## src/rtl/adc_cal_pkg.sv

```systemverilog
package adc_cal_pkg;

    typedef enum logic [1:0] {
        CAL_IDLE = 2'd0,
        CAL_WAIT = 2'd1,
        CAL_RUN  = 2'd2
    } cal_state_e;

endpackage

```

## src/rtl/adc_pwroff_qual.sv

```systemverilog
// Tracks whether the converter has been powered down long enough
// to allow the next calibration phase to begin.
module adc_pwroff_qual #(
    parameter int OFF_MIN = 2,
    localparam int OW = $clog2(OFF_MIN + 1)
) (
    input  logic clk,
    input  logic rst_n,
    input  logic power_on,
    input  logic consume,
    output logic qualified
);

    logic [OW-1:0] off_cnt;
    logic          qual_q;

    always_ff @(posedge clk or negedge rst_n) begin
        if (!rst_n) begin
            off_cnt <= '0;
            qual_q  <= 1'b0;
        end else if (!power_on) begin
            if (int'(off_cnt) < OFF_MIN) begin
                off_cnt <= off_cnt + OW'(1);
            end
            if (int'(off_cnt) + 1 >= OFF_MIN) begin
                qual_q <= 1'b1;
            end
        end else begin
            off_cnt <= '0;
            if (consume) begin
                qual_q <= 1'b0;
            end
        end
    end

    assign qualified = qual_q;

endmodule

```

## src/rtl/adc_cal_seq.sv

```systemverilog
// Slot and capacitor counters for the calibration phase.
module adc_cal_seq #(
    parameter int NUM_CAPS    = 4,
    parameter int SLOT_CYCLES = 6,
    localparam int IDX_W = (NUM_CAPS > 1) ? $clog2(NUM_CAPS) : 1,
    localparam int SW    = (SLOT_CYCLES > 1) ? $clog2(SLOT_CYCLES) : 1
) (
    input  logic             clk,
    input  logic             rst_n,
    input  logic             run,
    output logic [IDX_W-1:0] cap_idx,
    output logic             sample,
    output logic             last
);

    logic [SW-1:0]    slot_cnt;
    logic [IDX_W-1:0] idx_q;
    logic             slot_end;

    assign slot_end = run && (slot_cnt == SW'(SLOT_CYCLES - 1));

    always_ff @(posedge clk or negedge rst_n) begin
        if (!rst_n) begin
            slot_cnt <= '0;
            idx_q    <= '0;
        end else if (!run) begin
            slot_cnt <= '0;
            idx_q    <= '0;
        end else if (slot_end) begin
            slot_cnt <= '0;
            if (idx_q != IDX_W'(NUM_CAPS - 1)) begin
                idx_q <= idx_q + IDX_W'(1);
            end
        end else begin
            slot_cnt <= slot_cnt + SW'(1);
        end
    end

    assign cap_idx = idx_q;
    assign sample  = slot_end;
    assign last    = slot_end && (idx_q == IDX_W'(NUM_CAPS - 1));

endmodule

```

## src/rtl/adc_cal_codebank.sv

```systemverilog
// One correction-code register per capacitor; exposes the packed
// contents including a write landing on the current edge.
module adc_cal_codebank #(
    parameter int NUM_CAPS = 4,
    parameter int CODE_W   = 4,
    localparam int IDX_W = (NUM_CAPS > 1) ? $clog2(NUM_CAPS) : 1
) (
    input  logic                       clk,
    input  logic                       rst_n,
    input  logic                       wr,
    input  logic [IDX_W-1:0]           idx,
    input  logic [CODE_W-1:0]          din,
    output logic [NUM_CAPS*CODE_W-1:0] packed_next
);

    for (genvar g = 0; g < NUM_CAPS; g++) begin : g_entry
        logic [CODE_W-1:0] code_q;
        logic              hit;

        assign hit = wr && (idx == IDX_W'(g));

        always_ff @(posedge clk or negedge rst_n) begin
            if (!rst_n) begin
                code_q <= '0;
            end else if (hit) begin
                code_q <= din;
            end
        end

        assign packed_next[g*CODE_W +: CODE_W] = hit ? din : code_q;
    end

endmodule

```

## src/rtl/adc_selfcal_ctrl.sv

```systemverilog
module adc_selfcal_ctrl
    import adc_cal_pkg::*;
#(
    parameter int NUM_CAPS    = 4,
    parameter int CODE_W      = 4,
    parameter int SLOT_CYCLES = 6,
    parameter int OFF_MIN     = 2,
    localparam int IDX_W = (NUM_CAPS > 1) ? $clog2(NUM_CAPS) : 1,
    localparam int DR_W  = NUM_CAPS * CODE_W
) (
    input  logic              clk,
    input  logic              rst_n,
    input  logic              power_on,
    input  logic              cal_set,
    input  logic              conv_req,
    input  logic [CODE_W-1:0] cap_code,
    output logic              cal_bit,
    output logic              cal_busy,
    output logic              conv_go,
    output logic [IDX_W-1:0]  cap_sel,
    output logic              cap_sample,
    output logic [DR_W-1:0]   dr_value
);

    cal_state_e      state_q, state_d;
    logic            qualified;
    logic            consume;
    logic            run;
    logic            seq_sample;
    logic            seq_last;
    logic            commit;
    logic [DR_W-1:0] bank_packed;
    logic [DR_W-1:0] dr_q;

    adc_pwroff_qual #(.OFF_MIN(OFF_MIN)) u_qual (
        .clk       (clk),
        .rst_n     (rst_n),
        .power_on  (power_on),
        .consume   (consume),
        .qualified (qualified)
    );

    adc_cal_seq #(.NUM_CAPS(NUM_CAPS), .SLOT_CYCLES(SLOT_CYCLES)) u_seq (
        .clk     (clk),
        .rst_n   (rst_n),
        .run     (run),
        .cap_idx (cap_sel),
        .sample  (seq_sample),
        .last    (seq_last)
    );

    adc_cal_codebank #(.NUM_CAPS(NUM_CAPS), .CODE_W(CODE_W)) u_bank (
        .clk         (clk),
        .rst_n       (rst_n),
        .wr          (seq_sample),
        .idx         (cap_sel),
        .din         (cap_code),
        .packed_next (bank_packed)
    );

    // Next-state logic: T_REQ, T_GO, T_DONE, T_ABORT.
    always_comb begin
        state_d = state_q;
        unique case (state_q)
            CAL_IDLE: if (cal_set) state_d = CAL_WAIT;
            CAL_WAIT: if (power_on && qualified) state_d = CAL_RUN;
            CAL_RUN: begin
                if (!power_on)     state_d = CAL_IDLE;
                else if (seq_last) state_d = CAL_IDLE;
            end
            default: state_d = CAL_IDLE;
        endcase
    end

    // State register.
    always_ff @(posedge clk or negedge rst_n) begin
        if (!rst_n) state_q <= CAL_IDLE;
        else        state_q <= state_d;
    end

    // Outputs decoded from the state.
    always_comb begin
        cal_bit = 1'b0;
        run     = 1'b0;
        consume = 1'b0;
        commit  = 1'b0;
        unique case (state_q)
            CAL_IDLE: ;
            CAL_WAIT: begin
                cal_bit = 1'b1;
                consume = power_on && qualified;
            end
            CAL_RUN: begin
                cal_bit = 1'b1;
                run     = 1'b1;
                commit  = power_on && seq_last;
            end
            default: ;
        endcase
    end

    // Data register: loaded only by a completed phase.
    always_ff @(posedge clk or negedge rst_n) begin
        if (!rst_n)      dr_q <= '0;
        else if (commit) dr_q <= bank_packed;
    end

    assign cal_busy   = run;
    assign cap_sample = seq_sample;
    assign conv_go    = conv_req && power_on && !run;
    assign dr_value   = dr_q;

endmodule

```

## config.mk

```make
export PLATFORM = sky130hd
export DESIGN_NAME = adc_selfcal_ctrl
export DESIGN_NICKNAME = d
export VERILOG_FILES = /design/src/rtl/adc_cal_pkg.sv /design/src/rtl/adc_pwroff_qual.sv /design/src/rtl/adc_cal_seq.sv /design/src/rtl/adc_cal_codebank.sv /design/src/rtl/adc_selfcal_ctrl.sv
export SDC_FILE = /design/constraint.sdc
export NUM_CORES = 1
export LEC_CHECK = 0
export ABC_AREA = 1
export BUFFER_PORTS_ARGS = -buffer_cell sky130_fd_sc_hd__clkbuf_2
export CAP_MARGIN = 20
export CORE_UTILIZATION = 40
export CTS_CLUSTER_SIZE = 16
export DETAILED_ROUTE_END_ITERATION = 16
export GPL_TIMING_DRIVEN = 0
export PLACE_DENSITY = 0.69
export REMOVE_ABC_BUFFERS = 1
export SLEW_MARGIN = 30
export SYNTH_ARGS = -nofsm -noshare
export SYNTH_HDL_FRONTEND = slang
export SYNTH_HIERARCHICAL = 1
export SYNTH_SLANG_ARGS = --single-unit
```

## constraint.sdc

```tcl
create_clock -name clk -period 2.55 [get_ports clk]
set_input_delay 0.1275 -clock clk [delete_from_list [all_inputs] [get_ports clk]]
set_output_delay 0.1275 -clock clk [all_outputs]
set_load 0.005 [all_outputs]
```

======== Word level (Yosys, flattened, before mapping) ========
Index checks and enable logic that the tools add are counted.
word-level totals
  output and inout port bits .............. 22
  memories kept ........................... 0
  bits in registers ....................... 42
  bits of input ports ..................... 9
  ROM bits ................................ 0
  memory bits (writable) .................. 0
  latch bits .............................. 0
cells by class
  reduce and logical (&&, ||, !) cells .... 18
  shifts and indexed selects .............. 0
  $add $sub $neg .......................... 4
  eq/ne operators ......................... 13
  bitwise operators ....................... 0
  order comparisons ....................... 2
  div/mod/pow operators ................... 0
  mux-type cells .......................... 23
  multiply operators ...................... 0
operators by type and width
  cell                 number
  $ge 32x3->1 const B  1
  $mux 2               9
  $mux 4               4
  $logic_and 1x1->1    9
  $ne 2x2->1 const B   4
  $mux 1               7
  $eq 2x2->1 const B   3
  $mux 3               2
  $pmux 2 s3           1
  $add 2x1->2 const B  2
  $eq 2x1->1 const B   2
  $logic_not 2->1      2
  $ne 2x1->1 const B   2
  $reduce_and 2->1     2
  $reduce_bool 2->1    2
  $add 2x1->3 const B  1
  $add 3x1->3 const B  1
  $eq 3x3->1 const B   1
  $ne 3x3->1 const B   1
  $reduce_and 3->1     1
  $lt 2x2->1 const B   1
  $reduce_or 2->1      1
  $logic_not 1->1      1

======== Longest topological paths before layout ========
Gate-level depths: netlist (run 1).
  depth in word-level cells ............... 7
  depth in mapped cells ................... 10

======== By module ========
Netlist (run 1), hierarchy kept.
by module, submodules not included
  module            cells an instance  area an instance (sq um)  instances  seq. area each (sq um)
  adc_selfcal_ctrl  92                 870.8                     1          450.4
  adc_cal_codebank  75                 709.4                     1          400.4
  adc_cal_seq       30                 264.0                     1          125.1
  adc_pwroff_qual   18                 147.6                     1          75.1

======== Worst setup path after synthesis (run 1) ========
Ideal clock, no wire load.
  path type ............................... flip-flop to flip-flop
  start point ............................. reg state_q[0]
  end point ............................... reg dr_q[0], in the netlist dr_value[0]
  setup time .............................. 0.118 ns
  cell stages (with the launch flop) ...... 11
  buffers on the path ..................... 1
  slack ................................... 0.937 ns
  arrival time ............................ 1.496 ns
  cell sequence ........................... dfrtp_1 -> inv_1 -> ha_1 -> nand3_1 -> inv_1 -> buf_4 -> nand2_1 -> nand2_1 -> nand2_1 -> inv_1 -> o21ai_2
between the ends
  elaborated cells between the ends (all ways) .. 8
  classes of those cells .................. 1 x eq/ne; 3 x mux; 4 x reduce/logical
RTL lines
  item                      line                     source
  from (decl)               adc_selfcal_ctrl.sv:25   cal_state_e state_q, state_d;
  from (signal assigned)    adc_selfcal_ctrl.sv:78   else state_q <= state_d;
  $eq 2x2->1                adc_selfcal_ctrl.sv:87   unique case (state_q)
  $mux 1                    adc_selfcal_ctrl.sv:87
  named net cal_busy        adc_selfcal_ctrl.sv:18   output logic cal_busy,
  $logic_and 1x1->1         adc_cal_seq.sv:20        assign slot_end = run && (slot_cnt == SW'(SLOT_CYCLES - 1));
  named net cap_sample      adc_selfcal_ctrl.sv:21   output logic cap_sample,
  $logic_and 1x1->1         adc_cal_codebank.sv:20   assign hit = wr && (idx == IDX_W'(g));
  $mux 4                    -
  named net bank_packed[0]  adc_selfcal_ctrl.sv:32   logic [DR_W-1:0] bank_packed;
  to (signal assigned)      adc_selfcal_ctrl.sv:105  else if (commit) dr_q <= bank_packed;
  to (decl)                 adc_selfcal_ctrl.sv:33   logic [DR_W-1:0] dr_q;
The timed path passes the listed nets, and every way through them passes these cells.
A chain may end at the register's enable or synchronous reset.

======== Worst setup path after layout (run 1) ========
  start point ............................. reg state_q[0]
  end point ............................... out cap_sample
between the ends
  longest elaborated chain between the ends .. 3
ends and longest elaborated chain
  item               line
  $eq 2x2->1         adc_selfcal_ctrl.sv:87
  $mux 1             adc_selfcal_ctrl.sv:87
  $logic_and 1x1->1  adc_cal_seq.sv:20
  to (decl)          adc_selfcal_ctrl.sv:21
No other way between the ends.

==> results.yml, run 1 <==
final_layout:
  antenna_cells: 0
  seqCellArea_sq_mm: 0.00105
  fill_cells: 476
  nets: 262
  final_cell_mix: "67 x nand2_1, 42 x dfrtp_1, 30 x inv_1"
  multi_input_area_sq_um: 763
  mostFrequentLayoutCell: "nand2_1"
  area_delta_synth_final_pct: 14.1
  drive_gt1_share_pct: 26.3
power_and_ir_drop:
  p_per_area_mw_per_mm2: 672
  clkPwrFrac_pct: 28.6
  switching_power_uw: 483
  swShare_pct: 31.6
  internal-power_uw: 1040
  p_comb_share_pct: 19.3
  leakagePower_uw: 0.00127
  peakVddDrop_uv: 437
  sequentialPowerShare_pct: 52.1
synthesis:
  synth_warnings: 6
  avgSynthCellArea_sq_um: 9.26
  ys_types: 17
  synthCells: 215
  ys_seq_area_share_pct: 52.8
  ys_ff_latch: 42
  syn-cell-area_sq_mm: 0.00199
clock_network:
  cts_tree: "built"
  clk_pin_slew_ns: 0.07
  clockBufferDepth: 2
  clockRootBuffer: "clkbuf_8"
  ctsHtreeMaxLevel: 2
  cts_buffers: 5
  cts_setup_buffers: 0
  insertion_delay_ns: 0.29
  cts_sinks: 42
worst_setup_path:
  crit_type: "reg2out"
  worstPathMaxFanout: 21
  critical_path_required_ns: 2.42
  crit_path_frequent_cell: "inv_1"
  critPathMaxStageDelay_ns: 0.54
  critPathBufInv: 3
  crit_path_top_delay_cell: "inv_1"
  start_kind: "register"
  endpoint_kind: "primary output"
  r2r_slack_ns: 0.34
  crit_family: "buffers and inverters"
  arrival_ns: 2.09
  path_cells: "inv_1 > ha_1 > nand3_1 > inv_1 > clkbuf_2"
placement:
  io_buffers: 30
  dp_hpwl_microns: 2380
  gp_congestion: 0.752
sta:
  timing.final.hold_violations: 0
  relSlewSlack_pct: 52.9
  finalSetupTns_ns: 0
  hold_ws_ns: 0.100
  rsz0062_at_grt: "no"
  drv_slew: 0
  fin_crit_sh_pct: 87.0
  setup_viol: 0
  fin_crit_ns: 2.22
  max_freq_mhz: 451
  fin_skew_ns: 0.00323
  max_slew.worst_pin.slew_ns: 0.706
die:
  core-area_sq_mm: 0.00475
  die_height_microns: 72.6
  start_util_pct: 41.9
  fp.dieW_microns: 72.6
  die-area_sq_mm: 0.00527
  placementRows: 25
  io_pins: 31
detailed_routing:
  wl_microns: 3460
  viasPerCell: 4.54
  drc: 0
  drt_pass1_iterations: 4
  via_count: 1424
  wl_per_cell_microns: 11.0
  drtAntennaViolNets: 0
  drt_iter0_drc: 74
global_routing:
  grt_pass1_vias: 1400
  antenna_found_initial: 0
  grt.total_usage_pct: 15.0
  overflow: 0
  grt_max_degree: 43
  grt_pass1_wl_microns: 5990
job:
  drv_cap: 0
outcome:
  status: "complete, no violations"
hold_path:
  hold_path_class: "in2reg"
==> final timing paths <==
| path | from | endpoint | cells after the start |
|---|---|---|---|
| worst max-delay path | state_q[0] | cap_sample | 5 |
| min in group asynchronous | rst_n | dr_value[5] | 2 |
| worst min-delay path | cal_set | state_q[0] | 3 |
| worst max register to register | state_q[0] | dr_value[2] | 9 |
| worst min register to register | u_seq/slot_cnt[0] | u_seq/slot_cnt[0] | 1 |
| max in group asynchronous | rst_n | dr_value[8] | 2 |
==> through the flow <==
step	setup WS [ns]	area [sq um]	total power (uW)	std cells	utilization (%)
after floorplan	0.535	1930	1000	208	-
after global placement	0.209	2160	1090	305	45.4
after detailed placement	0.168	2160	1100	305	45.5
after CTS	0.158	2260	1540	314	47.6
after global routing	0.140	2270	1630	314	47.8
final	0.331	2270	1530	314	47.8
==> area by class of cell <==
class / count / area share [%]
timing repair buffer: 31 / 7.16
sequential: 42 / 46.3
inverter: 32 / 5.29
multi-input combinational: 134 / 33.6
clock buffer: 7 / 3.80
clock inverter: 1 / 0.220
tap: 67 / 3.69
==> what timing repair did <==
action,in CTS,in global routing
gates resized for setup,0,1
setup endpoints to repair,0,14
endpoints found under the hold margin,42,0
hold buffers,1,0
==> worst reg2reg max path, delay by kind of cell, from the launching register on <==
| family | cells | cell delay, ns |
|---|---|---|
| AOI/OAI and AO/OA | 1 | 0.05 |
| adders and majority gates | 1 | 0.40 |
| buffers and inverters | 3 | 0.71 |
| DFF | 1 | 0.40 |
| and+or+nand+nor | 4 | 0.53 |
==> power by group through the flow <==
stage	registers (uW)	logic, uW	clock network (uW)
after CTS	796	297	448
after detailed placement	810	295	0
after floorplan	793	208	0
final	796	296	437
after global placement	806	287	0
after global routing	804	354	474
==> state kept, by name, summed over array words and instances, names as in the netlist <==
| name | count |
|---|---|
| dr_value | 16 |
| u_bank/g_entry.code_q | 16 |
| u_seq/slot_cnt | 3 |
| state_q | 2 |
| u_qual/off_cnt | 2 |
| u_seq/cap_idx | 2 |
| u_qual/qualified | 1 |
==> cell families after synthesis <==
logic type	Yosys count	share of synthesized area, %
AOI/OAI and AO/OA	16	7.03
xor gates and xnor gates	1	0.440
adders and majority gates	7	4.40
buffers and inverters	39	9.30
DFF	42	52.8
and+or+nand+nor	110	26.1
==> per-layer routing <==
layer | vias to the layer above | share of wire (%) | GRT usage [%]
met5 | - | 0 | 0
met2 | 22 | 47 | 26.0
met1 | 660 | 47 | 17.4
met4 | 0 | 1.2 | 3.92
li1 | 736 | - | -
met3 | 6 | 4.5 | 5.56
==> Yosys cell counts <==
library cell | count | share of area [%]
nand2_1 | 67 | 13
nand3_1 | 10 | 2.5
inv_1 | 30 | 5.7
dfrtp_1 | 42 | 53
nand4_1 | 14 | 4.4
buf_2 | 1 | 0.25
ha_1 | 7 | 4.4
buf_6 | 4 | 2.3
o21ai_2 | 16 | 7.0
nor2_2 | 1 | 0.31
buf_4 | 2 | 0.75
inv_2 | 2 | 0.38
nand2_2 | 4 | 1.3
nand3_2 | 3 | 1.5
xnor2_1 | 1 | 0.44
nand3_4 | 2 | 1.8
nor2_1 | 9 | 1.7
Note: power is estimated with default switching activity, not from simulation.
==> run 2: changes to the inputs <==
--- a/config.mk
+++ b/config.mk
@@ -7,12 +7,13 @@
 export LEC_CHECK = 0
 export ABC_AREA = 1
 export BUFFER_PORTS_ARGS = -buffer_cell sky130_fd_sc_hd__clkbuf_2
-export CAP_MARGIN = 20
+export CAP_MARGIN = 40
 export CORE_UTILIZATION = 40
 export CTS_CLUSTER_SIZE = 16
 export DETAILED_ROUTE_END_ITERATION = 16
 export GPL_TIMING_DRIVEN = 0
 export PLACE_DENSITY = 0.69
+export RECOVER_POWER = 50
 export REMOVE_ABC_BUFFERS = 1
 export SLEW_MARGIN = 30
 export SYNTH_ARGS = -nofsm -noshare
==> run 2 against run 1 <==
  * Setup slack improved by 0.030 ns
  * Sequential power barely moved
  * Die area did not move
  * Critical path depth did not move
  * Sequential share of layout area fell by 0.28 points
  * Routed wire length rose by 0.58%
  * Flip-flop and latch count did not move
  * Fmax rose by 1.4%
  * Highest routed layer unchanged
==> results.yml, run 2 (synthesis gave the netlist of run 1 again) <==
outcome:
  status: "complete, no violations"
global_routing:
  grt.total_usage_pct: 15.0
  antenna_found_initial: 0
  grt_pass1_vias: 1400
  grt_max_degree: 43
  grt_pass1_wl_microns: 5990
  overflow: 0
worst_setup_path:
  crit_family: "buffers and inverters"
  path_cells: "inv_1 > ha_1 > nand3_1 > inv_1 > clkbuf_2"
  critical_path_required_ns: 2.42
  start_kind: "register"
  arrival_ns: 2.06
  crit_path_frequent_cell: "inv_1"
  critPathMaxStageDelay_ns: 0.54
  worstPathMaxFanout: 21
  endpoint_kind: "primary output"
  critPathBufInv: 3
  crit_path_top_delay_cell: "inv_1"
  crit_type: "reg2out"
sta:
  fin_skew_ns: 0.00406
  timing.final.hold_violations: 0
  setup_viol: 0
  relSlewSlack_pct: 32.3
  fin_crit_ns: 2.19
  max_slew.worst_pin.slew_ns: 1.01
  finalSetupTns_ns: 0
  fin_crit_sh_pct: 85.9
  rsz0062_at_grt: "no"
  max_freq_mhz: 457
  drv_slew: 0
final_layout:
  area_delta_synth_final_pct: 14.8
  antenna_cells: 0
  mostFrequentLayoutCell: "nand2_1"
  design_area_sq_mm: 0.00229
  final_cell_mix: "67 x nand2_1, 42 x dfrtp_1, 30 x inv_1"
  final_cell_count_no_fill: 315
  nets: 263
  drive_gt1_share_pct: 25.4
clock_network:
  cts_setup_buffers: 0
  clockRootBuffer: "clkbuf_8"
  cts_resized: 0
  ctsHtreeMaxLevel: 2
  cts_tree: "built"
  cts_sinks: 42
  insertion_delay_ns: 0.29
  clockBufferDepth: 2
  clk_pin_slew_ns: 0.07
  cts_buffers: 5
die:
  die-area_sq_mm: 0.00527
  fp.dieW_microns: 72.6
  io_pins: 31
  placementRows: 25
  start_util_pct: 41.9
  core-area_sq_mm: 0.00475
  die_height_microns: 72.6
hold_path:
  hold_path_class: "in2reg"
power_and_ir_drop:
  leakagePower_uw: 0.00128
  power.total_uw: 1530
  peakVddDrop_uv: 436
  p_per_area_mw_per_mm2: 667
job:
  drv_cap: 0
detailed_routing:
  drt_pass1_iterations: 4
  viasPerCell: 4.51
  drc: 0
  drtAntennaViolNets: 0
  wl_per_cell_microns: 11.0
  drt_iter0_drc: 58
  via_count: 1422
  wl_microns: 3480
placement:
  placed_cell_area_sq_mm: 0.00216
  io_buffers: 30
  gp_congestion: 0.752
  dp_hpwl_microns: 2380
  placedCellCount: 305
run 2: changes by cell type in the layout (fill, tap and decap cells not counted), sizes merged:
cell / change
buf: +1
run 2: routing by layer:
metal	GRT usage [%]	vias up	share of wire, %
li1	-	738	-
met1	17.4	654	47
met2	26.0	24	47
met3	5.56	6	4.6
met4	3.92	0	1.2
met5	0	-	0
run 2: path summary, 6_finish.rpt:
path,slack [ns],cells after the start,to,from
min in group asynchronous,0.54,2,dr_value[6],rst_n
min,0.09,2,u_qual/off_cnt[1],power_on
max in group asynchronous,1.39,2,dr_value[8],rst_n
max,0.36,5,cap_sample,state_q[0]
max reg2reg,0.38,7,dr_value[14],u_seq/cap_idx[0]
min reg2reg,0.47,1,u_seq/slot_cnt[0],u_seq/slot_cnt[0]
run 2: stage by stage:
step                setup slack [ns]  hold WS, ns  util [%]
global placement               0.209        0.362      45.4
finish                         0.361       0.0927      48.1
CTS                            0.158       0.0890      47.6
detailed placement             0.168        0.191      45.5
global route                   0.179        0.103      48.1
floorplan                      0.535       -0.168         -
run 2: area by class of cell:
cell class / instances / area [sq um]
inverters: 32 / 120
clock inverters: 1 / 5.00
fillers: 476 / 2470
well taps: 67 / 83.8
flip-flops and latches: 42 / 1050
repair buffers: 32 / 184
clock buffers: 7 / 86.3
multi-input cells: 134 / 756
run 2: repair_timing:
| item | in CTS | in global routing |
|---|---|---|
| endpoints found under the setup margin | 0 | 0 |
| hold buffers | 1 | 0 |
| endpoints found under the hold margin | 42 | 0 |
run 2: power by group:
| part | switching (uW) | internal [uW] |
|---|---|---|
| Combinational | 182 | 112 |
| Sequential | 81.0 | 714 |
| Clock | 218 | 218 |
